## src/rtl/i2c_irq_pkg.sv

```systemverilog
package i2c_irq_pkg;

  localparam int NUM_SRC       = 12;
  localparam int NUM_CLR_SLOTS = 10;

  // status bit positions (software decodes these)
  localparam int IRQ_RX_UNDER  = 0;
  localparam int IRQ_RX_OVER   = 1;
  localparam int IRQ_RX_FULL   = 2;
  localparam int IRQ_TX_OVER   = 3;
  localparam int IRQ_TX_EMPTY  = 4;
  localparam int IRQ_RD_REQ    = 5;
  localparam int IRQ_TX_ABRT   = 6;
  localparam int IRQ_RX_DONE   = 7;
  localparam int IRQ_ACTIVITY  = 8;
  localparam int IRQ_STOP_SEEN = 9;
  localparam int IRQ_STRT_SEEN = 10;
  localparam int IRQ_GEN_CALL  = 11;

  localparam logic [NUM_SRC-1:0] LEVEL_MASK   = 12'h014;
  localparam logic [NUM_SRC-1:0] STICKY_MASK  = ~LEVEL_MASK;
  localparam logic [NUM_SRC-1:0] DEFAULT_MASK = 12'h254;

  // register offsets
  localparam logic [7:0] OFF_MASKED     = 8'h2C;
  localparam logic [7:0] OFF_MASK       = 8'h30;
  localparam logic [7:0] OFF_RAW        = 8'h34;
  localparam logic [7:0] OFF_RX_THR     = 8'h38;
  localparam logic [7:0] OFF_TX_THR     = 8'h3C;
  localparam logic [7:0] OFF_CLR_ALL    = 8'h40;
  localparam logic [7:0] OFF_CLR_FIRST  = 8'h44;
  localparam logic [7:0] OFF_ABRT_CAUSE = 8'h80;

  // clear slot n (address OFF_CLR_FIRST + 4n) -> status bit; level bits 2 and 4 are skipped
  function automatic int slot_to_bit(input int slot);
    if (slot < 2)       return slot;
    else if (slot == 2) return 3;
    else                return slot + 2;
  endfunction

  // one-hot (or zero) vector of the sticky bit that a per-source clear address names
  function automatic logic [NUM_SRC-1:0] clear_vec_of(input logic [7:0] addr);
    logic [NUM_SRC-1:0] v;
    v = '0;
    for (int s = 0; s < NUM_CLR_SLOTS; s++) begin
      if (addr == OFF_CLR_FIRST + 8'(4 * s)) v[slot_to_bit(s)] = 1'b1;
    end
    return v;
  endfunction

  // sticky update: a new event wins over a clear in the same cycle
  function automatic logic [NUM_SRC-1:0] sticky_next(input logic [NUM_SRC-1:0] cur,
                                                     input logic [NUM_SRC-1:0] set,
                                                     input logic [NUM_SRC-1:0] clr);
    return ((cur & ~clr) | set) & STICKY_MASK;
  endfunction

endpackage

```

## src/rtl/irq_cfg_regs.sv

```systemverilog
module irq_cfg_regs
  import i2c_irq_pkg::*;
#(
  parameter int LVL_W = 6
) (
  input  logic               clk,
  input  logic               rst_n,
  input  logic               wr_en,
  input  logic [7:0]         addr,
  input  logic [NUM_SRC-1:0] wdata,
  output logic [NUM_SRC-1:0] mask_o,
  output logic [LVL_W-1:0]   rx_thr_o,
  output logic [LVL_W-1:0]   tx_thr_o
);

  logic wr_mask, wr_rx, wr_tx;
  assign wr_mask = wr_en && (addr == OFF_MASK);
  assign wr_rx   = wr_en && (addr == OFF_RX_THR);
  assign wr_tx   = wr_en && (addr == OFF_TX_THR);

  always_ff @(posedge clk or negedge rst_n) begin
    if (!rst_n) begin
      mask_o   <= DEFAULT_MASK;
      rx_thr_o <= '0;
      tx_thr_o <= '0;
    end else begin
      if (wr_mask) mask_o   <= wdata;
      if (wr_rx)   rx_thr_o <= wdata[LVL_W-1:0];
      if (wr_tx)   tx_thr_o <= wdata[LVL_W-1:0];
    end
  end

  AST_MASK_LOAD: assert property (@(posedge clk) disable iff (!rst_n)
    (wr_en && addr == OFF_MASK) |=> (mask_o == $past(wdata)));

  AST_CFG_KEEP: assert property (@(posedge clk) disable iff (!rst_n)
    !wr_en |=> ($stable(mask_o) && $stable(rx_thr_o) && $stable(tx_thr_o)));

endmodule

```

## src/rtl/irq_level_cond.sv

```systemverilog
module irq_level_cond
  import i2c_irq_pkg::*;
#(
  parameter int LVL_W = 6
) (
  input  logic [LVL_W-1:0]   rx_level,
  input  logic [LVL_W-1:0]   tx_level,
  input  logic [LVL_W-1:0]   rx_thr,
  input  logic [LVL_W-1:0]   tx_thr,
  output logic [NUM_SRC-1:0] level_o
);

  function automatic logic rx_above(input logic [LVL_W-1:0] lvl, input logic [LVL_W-1:0] thr);
    return lvl > thr;
  endfunction

  function automatic logic tx_at_or_below(input logic [LVL_W-1:0] lvl, input logic [LVL_W-1:0] thr);
    return lvl <= thr;
  endfunction

  always_comb begin
    level_o               = '0;
    level_o[IRQ_RX_FULL]  = rx_above(rx_level, rx_thr);
    level_o[IRQ_TX_EMPTY] = tx_at_or_below(tx_level, tx_thr);
  end

  always_comb begin
    AST_LEVEL_ONLY: assert ((level_o & STICKY_MASK) == '0);
  end

endmodule

```

## src/rtl/irq_status_bits.sv

```systemverilog
module irq_status_bits
  import i2c_irq_pkg::*;
(
  input  logic               clk,
  input  logic               rst_n,
  input  logic [NUM_SRC-1:0] set_i,
  input  logic [NUM_SRC-1:0] clr_i,
  input  logic [NUM_SRC-1:0] level_i,
  input  logic [NUM_SRC-1:0] mask_i,
  output logic [NUM_SRC-1:0] raw_o,
  output logic [NUM_SRC-1:0] masked_o,
  output logic               irq_o
);

  logic [NUM_SRC-1:0] sticky_q;
  logic               any_masked;

  always_ff @(posedge clk or negedge rst_n) begin
    if (!rst_n) sticky_q <= '0;
    else        sticky_q <= sticky_next(sticky_q, set_i, clr_i);
  end

  assign raw_o      = sticky_q | level_i;
  assign masked_o   = raw_o & mask_i;
  assign any_masked = |masked_o;

  always_ff @(posedge clk or negedge rst_n) begin
    if (!rst_n) irq_o <= 1'b0;
    else        irq_o <= any_masked;
  end

  for (genvar k = 0; k < NUM_SRC; k++) begin : g_src
    if (STICKY_MASK[k]) begin : g_sticky
      AST_SRC_CLEAR: assert property (@(posedge clk) disable iff (!rst_n)
        (clr_i[k] && !set_i[k]) |=> !raw_o[k]);
      AST_EVENT_WINS: assert property (@(posedge clk) disable iff (!rst_n)
        set_i[k] |=> raw_o[k]);
      AST_SRC_HOLD: assert property (@(posedge clk) disable iff (!rst_n)
        (!set_i[k] && !clr_i[k]) |=> $stable(raw_o[k]));
    end
  end

  AST_IRQ_RISE: assert property (@(posedge clk) disable iff (!rst_n)
    (masked_o != '0) |=> irq_o);
  AST_IRQ_DROP: assert property (@(posedge clk) disable iff (!rst_n)
    (masked_o == '0) |=> !irq_o);

endmodule

```

## src/rtl/irq_abort_cause.sv

```systemverilog
module irq_abort_cause #(
  parameter int CAUSE_W = 13
) (
  input  logic               clk,
  input  logic               rst_n,
  input  logic               capture_i,
  input  logic [CAUSE_W-1:0] cause_i,
  input  logic               clr_i,
  output logic [CAUSE_W-1:0] cause_o
);

  function automatic logic [CAUSE_W-1:0] cause_next(input logic [CAUSE_W-1:0] cur,
                                                    input logic                cap,
                                                    input logic [CAUSE_W-1:0] nc,
                                                    input logic                clr);
    return (clr ? '0 : cur) | (cap ? nc : '0);
  endfunction

  always_ff @(posedge clk or negedge rst_n) begin
    if (!rst_n) cause_o <= '0;
    else        cause_o <= cause_next(cause_o, capture_i, cause_i, clr_i);
  end

  AST_CAUSE_WIPE: assert property (@(posedge clk) disable iff (!rst_n)
    (clr_i && !capture_i) |=> (cause_o == '0));
  AST_CAUSE_KEEP: assert property (@(posedge clk) disable iff (!rst_n)
    capture_i |=> ((cause_o & $past(cause_i)) == $past(cause_i)));

endmodule

```

## src/rtl/i2c_irq_ctrl.sv

```systemverilog
module i2c_irq_ctrl
  import i2c_irq_pkg::*;
#(
  parameter int LVL_W   = 6,
  parameter int CAUSE_W = 13,
  parameter int DATA_W  = 32
) (
  input  logic               clk,
  input  logic               rst_n,
  input  logic               reg_rd,
  input  logic               reg_wr,
  input  logic [7:0]         reg_addr,
  input  logic [NUM_SRC-1:0] reg_wdata,
  output logic [DATA_W-1:0]  reg_rdata,
  input  logic [NUM_SRC-1:0] evt_pulse,
  input  logic [CAUSE_W-1:0] abort_cause,
  input  logic [LVL_W-1:0]   rx_level,
  input  logic [LVL_W-1:0]   tx_level,
  output logic               irq
);

  logic [NUM_SRC-1:0] mask, raw, masked, level, clr_sel, clr_vec, set_vec;
  logic [LVL_W-1:0]   rx_thr, tx_thr;
  logic [CAUSE_W-1:0] cause;
  logic [DATA_W-1:0]  rd_next;
  logic               hit_clr_all;

  irq_cfg_regs #(.LVL_W(LVL_W)) u_cfg (
    .clk(clk), .rst_n(rst_n), .wr_en(reg_wr), .addr(reg_addr), .wdata(reg_wdata),
    .mask_o(mask), .rx_thr_o(rx_thr), .tx_thr_o(tx_thr)
  );

  irq_level_cond #(.LVL_W(LVL_W)) u_lvl (
    .rx_level(rx_level), .tx_level(tx_level), .rx_thr(rx_thr), .tx_thr(tx_thr),
    .level_o(level)
  );

  // read side effects: per-source clear plus combined clear
  assign clr_sel     = clear_vec_of(reg_addr);
  assign hit_clr_all = (reg_addr == OFF_CLR_ALL);
  assign clr_vec     = reg_rd ? (clr_sel | (hit_clr_all ? STICKY_MASK : {NUM_SRC{1'b0}}))
                              : {NUM_SRC{1'b0}};
  assign set_vec     = evt_pulse & STICKY_MASK;

  irq_status_bits u_stat (
    .clk(clk), .rst_n(rst_n), .set_i(set_vec), .clr_i(clr_vec), .level_i(level),
    .mask_i(mask), .raw_o(raw), .masked_o(masked), .irq_o(irq)
  );

  irq_abort_cause #(.CAUSE_W(CAUSE_W)) u_abrt (
    .clk(clk), .rst_n(rst_n), .capture_i(evt_pulse[IRQ_TX_ABRT]), .cause_i(abort_cause),
    .clr_i(clr_vec[IRQ_TX_ABRT]), .cause_o(cause)
  );

  always_comb begin
    case (reg_addr)
      OFF_MASKED:     rd_next = DATA_W'(masked);
      OFF_MASK:       rd_next = DATA_W'(mask);
      OFF_RAW:        rd_next = DATA_W'(raw);
      OFF_RX_THR:     rd_next = DATA_W'(rx_thr);
      OFF_TX_THR:     rd_next = DATA_W'(tx_thr);
      OFF_ABRT_CAUSE: rd_next = DATA_W'(cause);
      default:        rd_next = DATA_W'(|(raw & clr_sel));
    endcase
  end

  always_ff @(posedge clk or negedge rst_n) begin
    if (!rst_n)      reg_rdata <= '0;
    else if (reg_rd) reg_rdata <= rd_next;
  end

  AST_CLEAR_ALL: assert property (@(posedge clk) disable iff (!rst_n)
    (reg_rd && reg_addr == OFF_CLR_ALL) |=> ((raw & STICKY_MASK & ~$past(evt_pulse)) == '0));

  AST_RDATA_HOLD: assert property (@(posedge clk) disable iff (!rst_n)
    !reg_rd |=> $stable(reg_rdata));

  AST_ABORT_WITH_SRC: assert property (@(posedge clk) disable iff (!rst_n)
    (reg_rd && reg_addr == OFF_CLR_FIRST + 8'h10 && !evt_pulse[IRQ_TX_ABRT])
      |=> (cause == '0 && !raw[IRQ_TX_ABRT]));

endmodule

```

## config.mk

```make
export PLATFORM = sky130hd
export DESIGN_NAME = i2c_irq_ctrl
export DESIGN_NICKNAME = d
export VERILOG_FILES = /design/src/rtl/i2c_irq_pkg.sv /design/src/rtl/irq_cfg_regs.sv /design/src/rtl/irq_level_cond.sv /design/src/rtl/irq_status_bits.sv /design/src/rtl/irq_abort_cause.sv /design/src/rtl/i2c_irq_ctrl.sv
export SDC_FILE = /design/constraint.sdc
export NUM_CORES = 1
export LEC_CHECK = 0
export CELL_PAD_IN_SITES_DETAIL_PLACEMENT = 1
export CELL_PAD_IN_SITES_GLOBAL_PLACEMENT = 1
export CORE_MARGIN = 2
export CORE_UTILIZATION = 49
export DETAILED_ROUTE_END_ITERATION = 10
export DONT_BUFFER_PORTS = 1
export GPL_ROUTABILITY_DRIVEN = 0
export GPL_TIMING_DRIVEN = 0
export PLACE_DENSITY = 0.82
export SLEW_MARGIN = 20
export SYNTH_ARGS = -nofsm -noshare
export SYNTH_HDL_FRONTEND = slang
export SYNTH_SLANG_ARGS = --single-unit
```

## constraint.sdc

```tcl
create_clock -name clk -period 1.8 [get_ports clk]
set_clock_uncertainty 0.1 [all_clocks]
set_input_delay 0.09 -clock clk [delete_from_list [all_inputs] [get_ports clk]]
set_output_delay 0.09 -clock clk [all_outputs]
set_load 0.005 [all_outputs]
```

==> summary.txt, run 1 <==
TritonCTS Buffers: 9
Worst slew margin: 59.5%
Power per cell area: 745 mW/mm²
Main area contributors after synthesis: dfrtp_1, mux2_4, a22o_1, buf_4, ha_1
Final instance count without filler cells: 517
CTS HTree Levels: 3
Final Hold Viols: 0
Worst path depth: 7
Cell row count: 31
Cell taking the most area after synthesis: dfrtp_1
Vias per cell: 5.99
Top cell type's share of synthesized area: 39.5%
VDD IR max: 0.476 mV
Clock share of power: 41.7%
Critical path type: register to register
Sw Pwr: 0.000868 W
Max incr delay on CP: 410 ps
Port buffer count: 0
Maximum root-to-sink buffer count: 2
Failing checks: setup timing
GRT Util Overall: 28.7%
DRT iter0 DRCs: 286
Most used flip-flop cell after synthesis: dfrtp_1
DRT Wirelength: 11400 µm
Pins Over Slew Limit: 0
Crit Path Max Fanout: 2
Die height: 89.9 µm
Tmin final: 1820 ps
Post-Syn Area per Cell: 10.7 µm²
Synth Warn #: 0
ANT cells: 0
Nature of the critical path startpoint: register
Synth unique cells: 59
Remaining routing DRC violations: 0
I/O pins: 94
Crit-path cells: inv_2 > ha_4 > a21o_1 > a21oi_2 > nor2b_1 > o32ai_2 > a221o_1
Initial core utilization: 50.1%
Mapped cell area: 0.00361 mm²
Int Power: 0.00252 W
Worst hold margin: 26.1 ps
# fillers: 790
Top delay family on crit path: compound AO/OA/AOI/OAI gates
RSZ-0062 raised after global routing: true
F_max: 550 MHz
Clock Latency Late Sink: 360 ps
Total grt overflow: 0
Yosys reg bits: 61
Antenna violations before repair: 0
Worst Path Required: 1990 ps
Critical Path Sink Type: register
Core Region: 0.00721 mm²
Layout cells sized above 1: 23.4%
Worst-path clk slew: 70 ps
Final HPWL DP: 7380 µm
Hold path cells: 4
Sink Count: 61
Die Width: 89.9 µm
DRT Pass-1 Iters: 5
Sequential group share of total power: 43.8%
FFs w/ async S/R, synth: 100%
Commonest cells post-synth: dfrtp_1, a22o_1, buf_4
LEAKAGE: 2.00 nW
Number of global-route vias before repair: 3331
Top-count cell post-synth: dfrtp_1
Ratio of final minimum period to clock period: 101%
R2r worst-path depth: 7
Final setup vio count: 1
Setup WS post-layout: -16.6 ps
Largest net degree at the start of global routing: 62
Status: finished, violations left
Total die area: 0.00807 mm²
Worst EP arrival: 2000 ps
First-pass GRT wire length: 17900 µm
Antenna-violating nets left: 0
Syn-to-layout area delta: 25.9%
Combinational power share: 14.5%
Switching share of power: 25.6%
Cell count after synthesis: 337
Buf+Inv Stages, Crit Path: 1
CTS tree: built
Nets@finish: 486
Slew @ Worst Pin: 603 ps
Post-synth EDFFs: 0
Critical path's slowest cell: dfrtp_1
Max-Cap Viols: 0
Hold WC Path Type: input pin to register
Via Count: 3098
Per-cell routed wire length: 22.0 µm
CTS Root Cell: clkbuf_8
Post-Place Cells: 454
Sequential area share after synthesis: 42.4%
-- area by class of cell --
class                           count  area (µm²)  area share [%]
Multi-Input combinational cell    239        1880            41.3
Buffer                             38         249            5.47
Clock inverter                      4        70.1            1.54
Timing Repair Buffer               47         475            10.5
Clock buffer                       12         155            3.41
Inverter                           17        63.8            1.40
Sequential cell                    61        1530            33.7
Tap cell                           99         124            2.72
-- flip-flops by register name, indices dropped and copies added, names as in the netlist --
signal / cells
u_cfg.rx_thr_o: 6
u_cfg.tx_thr_o: 6
u_stat.irq_o: 1
u_cfg.mask_o: 12
reg_rdata: 13
u_stat.sticky_q: 10
u_abrt.cause_o: 13
-- kinds of logic after synthesis --
group	count (synthesis)	synth area share, %
AO/OA/AOI/OAI	98	20.2
XOR/XNOR	3	0.728
adder cells (fa/ha/maj)	12	4.16
buffers and inverters	55	8.59
flip-flops	61	42.4
multiplexers	31	11.3
other	1	0.104
AND/OR/NAND/NOR	76	12.6
-- layout by cell type, fill, tap and decap left out, types with 4 or more instances in the layout --
cell type       n
dfrtp_1        55
dlygate4sd3_1  41
buf_4          26
a22o_1         22
nand2_1        19
conb_1         19
mux2_4         16
inv_1          15
a21oi_1        13
a22oi_1        13
nor2_1         11
nand3_1        11
a21o_1         11
ha_1           11
clkbuf_8       11
mux2_1         10
buf_2           8
clkbuf_1        6
o21a_1          6
o21ai_1         5
o221ai_1        5
nor3_1          4
nand2b_1        4
o21ai_0         4
dfstp_2         4
-- stage by stage --
stage	area (µm²)	worst slack (ps)	TNS [ps]	util, %	power [W]
6_report	4550	-16.6	-16.6	63.1	0.00339
3_3_place_gp	3800	-64.6	-604	52.7	0.00183
3_5_place_dp	3800	-149	-1750	52.7	0.00185
5_1_grt	4550	-86.8	-102	63.1	0.00351
2_1_floorplan	3680	162	0	-	0.00176
4_1_cts	4480	14.1	0	62.1	0.00338
-- final timing paths --
check / startpoint / end / slack (ps)
max: u_cfg.tx_thr_o[3] / u_stat.irq_o / -20
max in group asynchronous: rst_n / u_cfg.mask_o[9] / 1120
max reg2reg: u_cfg.tx_thr_o[3] / u_stat.irq_o / -20
min: reg_addr[5] / u_stat.sticky_q[5] / 30
min reg2reg: u_abrt.cause_o[7] / u_abrt.cause_o[7] / 410
min in group asynchronous: rst_n / u_cfg.tx_thr_o[4] / 160
-- timing repair --
item / in CTS / in global routing
hold endpoints to repair: 111 / 0
resized for setup: 1 / 11
setup endpoints to repair: 2 / 5
hold buffers: 42 / 0
setup buffers: 1 / 4
pin swaps: 2 / 5
-- power groups by stage --
stage	registers, W	clock network (W)	logic [W]
4_1_cts	0.00148	0.00143	0.000464
6_report	0.00148	0.00141	0.000492
2_1_floorplan	0.00149	0	0.000273
3_3_place_gp	0.00150	0	0.000327
3_5_place_dp	0.00151	0	0.000344
5_1_grt	0.00149	0.00148	0.000537
-- metal layers --
layer | GRT usage, % | wire (µm) | share of wire, % | up-vias
met2 | 48.9 | 5610 | 49 | 171
met1 | 34.5 | 4500 | 39 | 1546
met4 | 8.97 | 203 | 1.8 | 0
li1 | - | - | - | 1362
met5 | 0 | 0 | 0 | -
met3 | 9.47 | 1080 | 9.5 | 19
-- worst reg2reg max path: stages (launching register included) --
cell     delay, ps
dfrtp_1        410
inv_2           80
ha_4           200
a21o_1         180
a21oi_2        130
nor2b_1         70
o32ai_2        350
a221o_1        230
No activity file was read; power rests on OpenSTA's default activity.
==> inputs of run 2 (changes only) <==
--- a/config.mk
+++ b/config.mk
@@ -13,7 +13,7 @@
 export DONT_BUFFER_PORTS = 1
 export GPL_ROUTABILITY_DRIVEN = 0
 export GPL_TIMING_DRIVEN = 0
-export PLACE_DENSITY = 0.82
+export PLACE_DENSITY_LB_ADDON = 0.05
 export SLEW_MARGIN = 20
 export SYNTH_ARGS = -nofsm -noshare
 export SYNTH_HDL_FRONTEND = slang
==> run 2 against run 1 <==
The run now ends clean. Hold slack worse by 11 ps. Die area stayed put. Sequential share of layout area is 0.34 points higher. Clock-buffer cell count is 1 lower. Critical path type unchanged. Critical endpoint unchanged. Largest power group unchanged.
==> summary.txt, run 2 (synthesized netlist as in run 1, its figures left out) <==
Hold WC Path Type: input pin to register (unchanged)
Status: finished clean (was finished, violations left)
CTS HTree Levels: 3 (unchanged)
Worst min-delay path startpoint: reg_addr[0] (was reg_addr[5])
DRT Wirelength: 10800 µm (was 11400 µm)
Per-cell routed wire length: 21.0 µm (was 22.0 µm)
Internal reg-to-reg setup slack: 70 ps (was -20 ps)
Clock share of power: 39.8% (was 41.7%)
End of the worst register-to-register path: u_stat.irq_o (unchanged)
Remaining routing DRC violations: 0 (unchanged)
Top Registers: reg_rdata: 13 flops, u_abrt.cause_o: 13 flops, u_cfg.mask_o: 12 flops (unchanged)
Antenna-violating nets left: 0 (unchanged)
Slew @ Worst Pin: 617 ps (was 603 ps)
# fillers: 792 (was 790)
Core Region: 0.00721 mm² (unchanged)
Setup TNS Final: 0 ps (was -16.6 ps)
GRT Util Overall: 28.1% (was 28.7%)
Via Count: 3053 (was 3098)
Post-Place Cells: 454 (unchanged)
Int Power: 0.00239 W (was 0.00252 W)
Final instance count without filler cells: 515 (was 517)
TritonCTS Buffers: 9 (unchanged)
I/O pins: 94 (unchanged)
Switching share of power: 26.9% (was 25.6%)
Max-Cap Viols: 0 (unchanged)
Total die area: 0.00807 mm² (unchanged)
Power per cell area: 725 mW/mm² (was 745 mW/mm²)
Cell row count: 31 (unchanged)
Pins Over Slew Limit: 0 (unchanged)
Tmin final: 1730 ps (was 1820 ps)
Worst slew margin: 58.9% (was 59.5%)
Total grt overflow: 0 (unchanged)
Syn-to-layout area delta: 24.5% (was 25.9%)
Vias per cell: 5.93 (was 5.99)
Maximum root-to-sink buffer count: 2 (unchanged)
Ratio of final minimum period to clock period: 96.1% (was 101%)
Worst-path clk slew: 70 ps (about the same)
Crit-path cells: inv_1 > ha_1 > a21oi_2 > nor2b_1 > o21ai_1 > a32oi_2 > a221o_1 (was inv_2 > ha_4 > a21o_1 > a21oi_2 > nor2b_1 > o32ai_2 > a221o_1)
LEAKAGE: 1.97 nW (was 2.00 nW)
Antenna violations before repair: 0 (unchanged)
CTS tree: built (unchanged)
Largest net degree at the start of global routing: 62 (unchanged)
Buf+Inv Stages, Crit Path: 1 (unchanged)
Die height: 89.9 µm (unchanged)
Crit Path Max Fanout: 2 (unchanged)
Worst EP arrival: 1860 ps (was 2000 ps)
DRT iter0 DRCs: 186 (was 286)
First-pass GRT wire length: 17800 µm (was 17900 µm)
Most frequent cells in the layout: dfrtp_1, dlygate4sd3_1, buf_4 (unchanged)
Clock Latency Late Sink: 350 ps (was 360 ps)
R2r worst-path depth: 7 (unchanged)
Number of global-route vias before repair: 3277 (was 3331)
Hold Path Sink: u_stat.sticky_q[8] (was u_stat.sticky_q[5])
DRT Pass-1 Iters: 4 (was 5)
Worst Path Required: 1930 ps (was 1990 ps)
Nature of the critical path startpoint: register (unchanged)
Combinational power share: 14.7% (was 14.5%)
RR Startpoint: u_cfg.rx_thr_o[3] (was u_cfg.tx_thr_o[3])
Sequential group share of total power: 45.5% (was 43.8%)
VDD IR max: 0.563 mV (was 0.476 mV)
ANT cells: 0 (unchanged)
Final setup vio count: 0 (was 1)
Nets@finish: 484 (was 486)
Top delay family on crit path: compound AO/OA/AOI/OAI gates (unchanged)
Sw Pwr: 0.000876 W (was 0.000868 W)
Critical path's slowest cell: dfrtp_1 (unchanged)
Power Total: 0.00326 W (was 0.00339 W)
Final HPWL DP: 7560 µm (was 7380 µm)
CTS Root Cell: clkbuf_8 (unchanged)
Critical path type: register to register (unchanged)
Die Width: 89.9 µm (unchanged)
Commonest non-fill, non-tap cell in the layout: dfrtp_1 (unchanged)
Layout cells sized above 1: 22.8% (was 23.4%)
Max incr delay on CP: 360 ps (was 410 ps)
F_max: 578 MHz (was 550 MHz)
Port buffer count: 0 (unchanged)
Sink Count: 61 (unchanged)
Critical Path Sink Type: register (unchanged)
Final Hold Viols: 0 (unchanged)
Hold path cells: 3 (was 4)
Initial core utilization: 50.1% (unchanged)
==> run 2: changes by cell type in the layout (fill, tap and decap cells not counted), moves of 2 or more <==
| cell | change |
|---|---|
| dlygate4sd3_1 | -2 |
| dfrtp_1 | +2 |
| buf_1 | +2 |
| clkinvlp_4 | +2 |
| clkbuf_2 | -2 |
| dfrtp_2 | -2 |
==> run 2: area by class of cell <==
type	instances	area [µm²]	area share [%]
buffer	38	246	5.48
clock buffer	11	151	3.37
clock inverter	5	58.8	1.31
inverter	17	63.8	1.42
multi-input combinational	239	1870	41.5
sequential	61	1530	34.1
tap	99	124	2.75
timing repair buffer	45	455	10.1
==> run 2: worst max path at each step <==
stage               slack [ps]               from           endpoint  cells past startpoint
finish                      70  u_cfg.rx_thr_o[3]       u_stat.irq_o                      7
global route                -8  u_cfg.rx_thr_o[3]       u_stat.irq_o                      7
CTS                          5  u_cfg.tx_thr_o[3]       u_stat.irq_o                      7
detailed placement        -170             reg_rd  u_abrt.cause_o[7]                      6
global placement          -130             reg_rd  u_abrt.cause_o[0]                      6
floorplan                  160  u_cfg.tx_thr_o[3]       u_stat.irq_o                      7
==> run 2: per-layer routing <==
| metal | vias up | track usage (%) | wire (µm) |
|---|---|---|---|
| met2 | 114 | 45.2 | 5120 |
| met3 | 21 | 7.38 | 677 |
| met4 | 0 | 6.79 | 183 |
| met1 | 1562 | 38.3 | 4810 |
| li1 | 1356 | - | - |
| met5 | - | 0 | 0 |
==> run 2: stage by stage <==
step                hold WS [ps]  setup slack (ps)  utilization [%]  area (µm²)
finish                      15.1              69.8             62.3        4500
global route                23.5             -7.53             62.3        4500
CTS                         3.88              4.96             61.5        4440
detailed placement          -303              -174             52.7        3800
global placement            -303              -125             52.7        3800
floorplan                   -306               162                -        3680
==> run 2: power by group through the flow <==
stage	combinational, W	sequential (W)	clock, W
after floorplan	0.000273	0.00149	0
after global placement	0.000329	0.00151	0
after detailed placement	0.000341	0.00151	0
after CTS	0.000458	0.00148	0.00131
after global routing	0.000532	0.00149	0.00138
final	0.000480	0.00148	0.00130
==> run 2: what timing repair did <==
action	in CTS	in global routing
cloned	0	0
gates resized for setup	1	7
hold endpoints to repair	111	0
endpoints found under the setup margin	2	2
hold buffers	40	0
buffers inserted	0	5
pin swaps	0	3
==> run 2: worst reg2reg max path, cell delays in order (launching register included) <==
cell and delay (ps):
dfrtp_1 360, inv_1 50, ha_1 300, a21oi_2 130, nor2b_1 50, o21ai_1 180, a32oi_2 120, a221o_1 320
==> inputs of run 3 (changes only) <==
==> constraint.sdc (replaced) <==
create_clock -name clk -period 1.8 [get_ports clk]
set_clock_uncertainty 0.1 [all_clocks]
set_input_delay 0.18 -clock clk [delete_from_list [all_inputs] [get_ports clk]]
set_output_delay 0.18 -clock clk [all_outputs]
set_load 0.005 [all_outputs]
==> run 3 against run 2 <==
Non-clock buffer count is 1 lower. Routed wire length is 0.33% higher. Clock power about the same. Flip-flop and latch count stayed put. Via count grew 0.26%. Critical path depth unchanged. Die area unchanged. Sequential share of layout area is essentially flat.
==> summary.txt, run 3 (synthesized netlist as in run 1, its figures left out) <==
Post-layout util: 62.3% (about the same)
Antenna violations before repair: 0 (unchanged)
TritonCTS Buffers: 9 (unchanged)
Switching share of power: 26.9% (about the same)
Sink Count: 61 (unchanged)
F_max: 580 MHz (was 578 MHz)
I/O pins: 94 (unchanged)
Layout cells sized above 1: 22.9% (was 22.8%)
Final Hold Viols: 0 (unchanged)
Tmin final: 1720 ps (was 1730 ps)
Port buffer count: 0 (unchanged)
Critical Path Sink Type: register (unchanged)
Critical path type: register to register (unchanged)
Largest net degree at the start of global routing: 62 (unchanged)
Final HPWL DP: 7560 µm (unchanged)
Maximum root-to-sink buffer count: 2 (unchanged)
Worst slew margin: 58.2% (was 58.9%)
Final instance count without filler cells: 514 (was 515)
Die height: 89.9 µm (unchanged)
DRT iter0 DRCs: 200 (was 186)
Cell row count: 31 (unchanged)
Worst Path Required: 1930 ps (about the same)
Remaining routing DRC violations: 0 (unchanged)
Post-Place Cells: 454 (unchanged)
Per-cell routed wire length: 21.1 µm (was 21.0 µm)
Max-Cap Viols: 0 (unchanged)
Worst EP arrival: 1850 ps (was 1860 ps)
CTS Root Cell: clkbuf_8 (unchanged)
Pins Over Slew Limit: 0 (unchanged)
DRT Wirelength: 10800 µm (about the same)
Crit Path Max Fanout: 2 (unchanged)
VDD IR max: 0.561 mV (was 0.563 mV)
Final setup vio count: 0 (unchanged)
Status: finished clean (unchanged)
Sw Pwr: 0.000876 W (about the same)
Nets@finish: 483 (was 484)
Number of global-route vias before repair: 3267 (was 3277)
Most frequent cells in the layout: dfrtp_1, dlygate4sd3_1, buf_4 (unchanged)
Antenna-violating nets left: 0 (unchanged)
Hold WC Path Type: input pin to register (unchanged)
Combinational power share: 14.7% (about the same)
Worst-path clk slew: 70 ps (about the same)
CTS HTree Levels: 3 (unchanged)
Sequential group share of total power: 45.5% (about the same)
Syn-to-layout area delta: 24.4% (was 24.5%)
Vias per cell: 5.96 (was 5.93)
Int Power: 0.00238 W (was 0.00239 W)
Core Region: 0.00721 mm² (unchanged)
Slew @ Worst Pin: 627 ps (was 617 ps)
Ratio of final minimum period to clock period: 95.7% (was 96.1%)
Total die area: 0.00807 mm² (unchanged)
Initial core utilization: 50.1% (unchanged)
Nature of the critical path startpoint: register (unchanged)
LEAKAGE: 1.97 nW (about the same)
Via Count: 3061 (was 3053)
Power per cell area: 726 mW/mm² (was 725 mW/mm²)
Clock share of power: 39.8% (about the same)
Die Width: 89.9 µm (unchanged)
Commonest non-fill, non-tap cell in the layout: dfrtp_1 (unchanged)
ANT cells: 0 (unchanged)
Total grt overflow: 0 (unchanged)
GRT Util Overall: 28.0% (was 28.1%)
DRT Pass-1 Iters: 4 (unchanged)
CTS tree: built (unchanged)
Top Registers: reg_rdata: 13 flops, u_abrt.cause_o: 13 flops, u_cfg.mask_o: 12 flops (unchanged)
Setup TNS Final: 0 ps (unchanged)
First-pass GRT wire length: 17800 µm (about the same)
Clock Latency Late Sink: 350 ps (about the same)
-- run 3: final timing paths --
kind,from,to,slack [ps],cells past startpoint
max reg2reg,u_cfg.rx_thr_o[3],u_stat.irq_o,80,7
max in group asynchronous,rst_n,u_cfg.mask_o[6],1020,2
min,reg_addr[0],reg_rdata[0],70,3
min reg2reg,u_cfg.rx_thr_o[5],u_cfg.rx_thr_o[5],400,1
max,u_cfg.rx_thr_o[3],u_stat.irq_o,80,7
min in group asynchronous,rst_n,u_abrt.cause_o[2],270,2
-- run 3: per-stage QoR --
step	instance area, µm²	hold WS, ps	setup WS (ps)	total power, W
finish	4490	70.7	76.6	0.00326
global route	4490	77.6	-7.53	0.00339
CTS	4430	60.6	4.96	0.00325
detailed placement	3800	-213	-264	0.00185
global placement	3800	-213	-215	0.00184
floorplan	3680	-216	162	0.00176
-- run 3: critical path, cell delays in order (launching register included) --
cell and delay (ps):
dfrtp_1 360, inv_1 50, ha_1 300, a21oi_2 130
nor2b_1 50, o21ai_1 180, a32oi_2 120, a221o_1 320
-- run 3: layer usage --
| layer | vias up | wire, µm | track usage, % |
|---|---|---|---|
| met1 | 1572 | 4790 | 37.9 |
| met2 | 113 | 5110 | 45.2 |
| met5 | - | 0 | 0 |
| li1 | 1361 | - | - |
| met3 | 15 | 749 | 7.63 |
| met4 | 0 | 182 | 6.79 |
-- run 3: what timing repair did --
item / CTS / global route
endpoints found under the setup margin: 2 / 6
hold endpoints to repair: 108 / 0
buffers inserted: 0 / 5
resized for setup: 1 / 8
hold buffers: 39 / 0
pin swaps: 0 / 3
-- run 3: power by group through the flow --
stage	sequential (W)	combinational, W	clock, W
after global routing	0.00149	0.000530	0.00138
after detailed placement	0.00151	0.000341	0
after floorplan	0.00149	0.000273	0
after global placement	0.00151	0.000329	0
final	0.00148	0.000479	0.00130
after CTS	0.00148	0.000455	0.00131
-- run 3: cell type report --
class | instances | area (µm²)
Tap cell | 99 | 124
Inverter | 17 | 63.8
Multi-Input combinational cell | 239 | 1870
Sequential cell | 61 | 1530
Clock buffer | 11 | 151
Timing Repair Buffer | 44 | 445
Buffer | 38 | 246
Clock inverter | 5 | 58.8
Fill cell | 795 | 2720
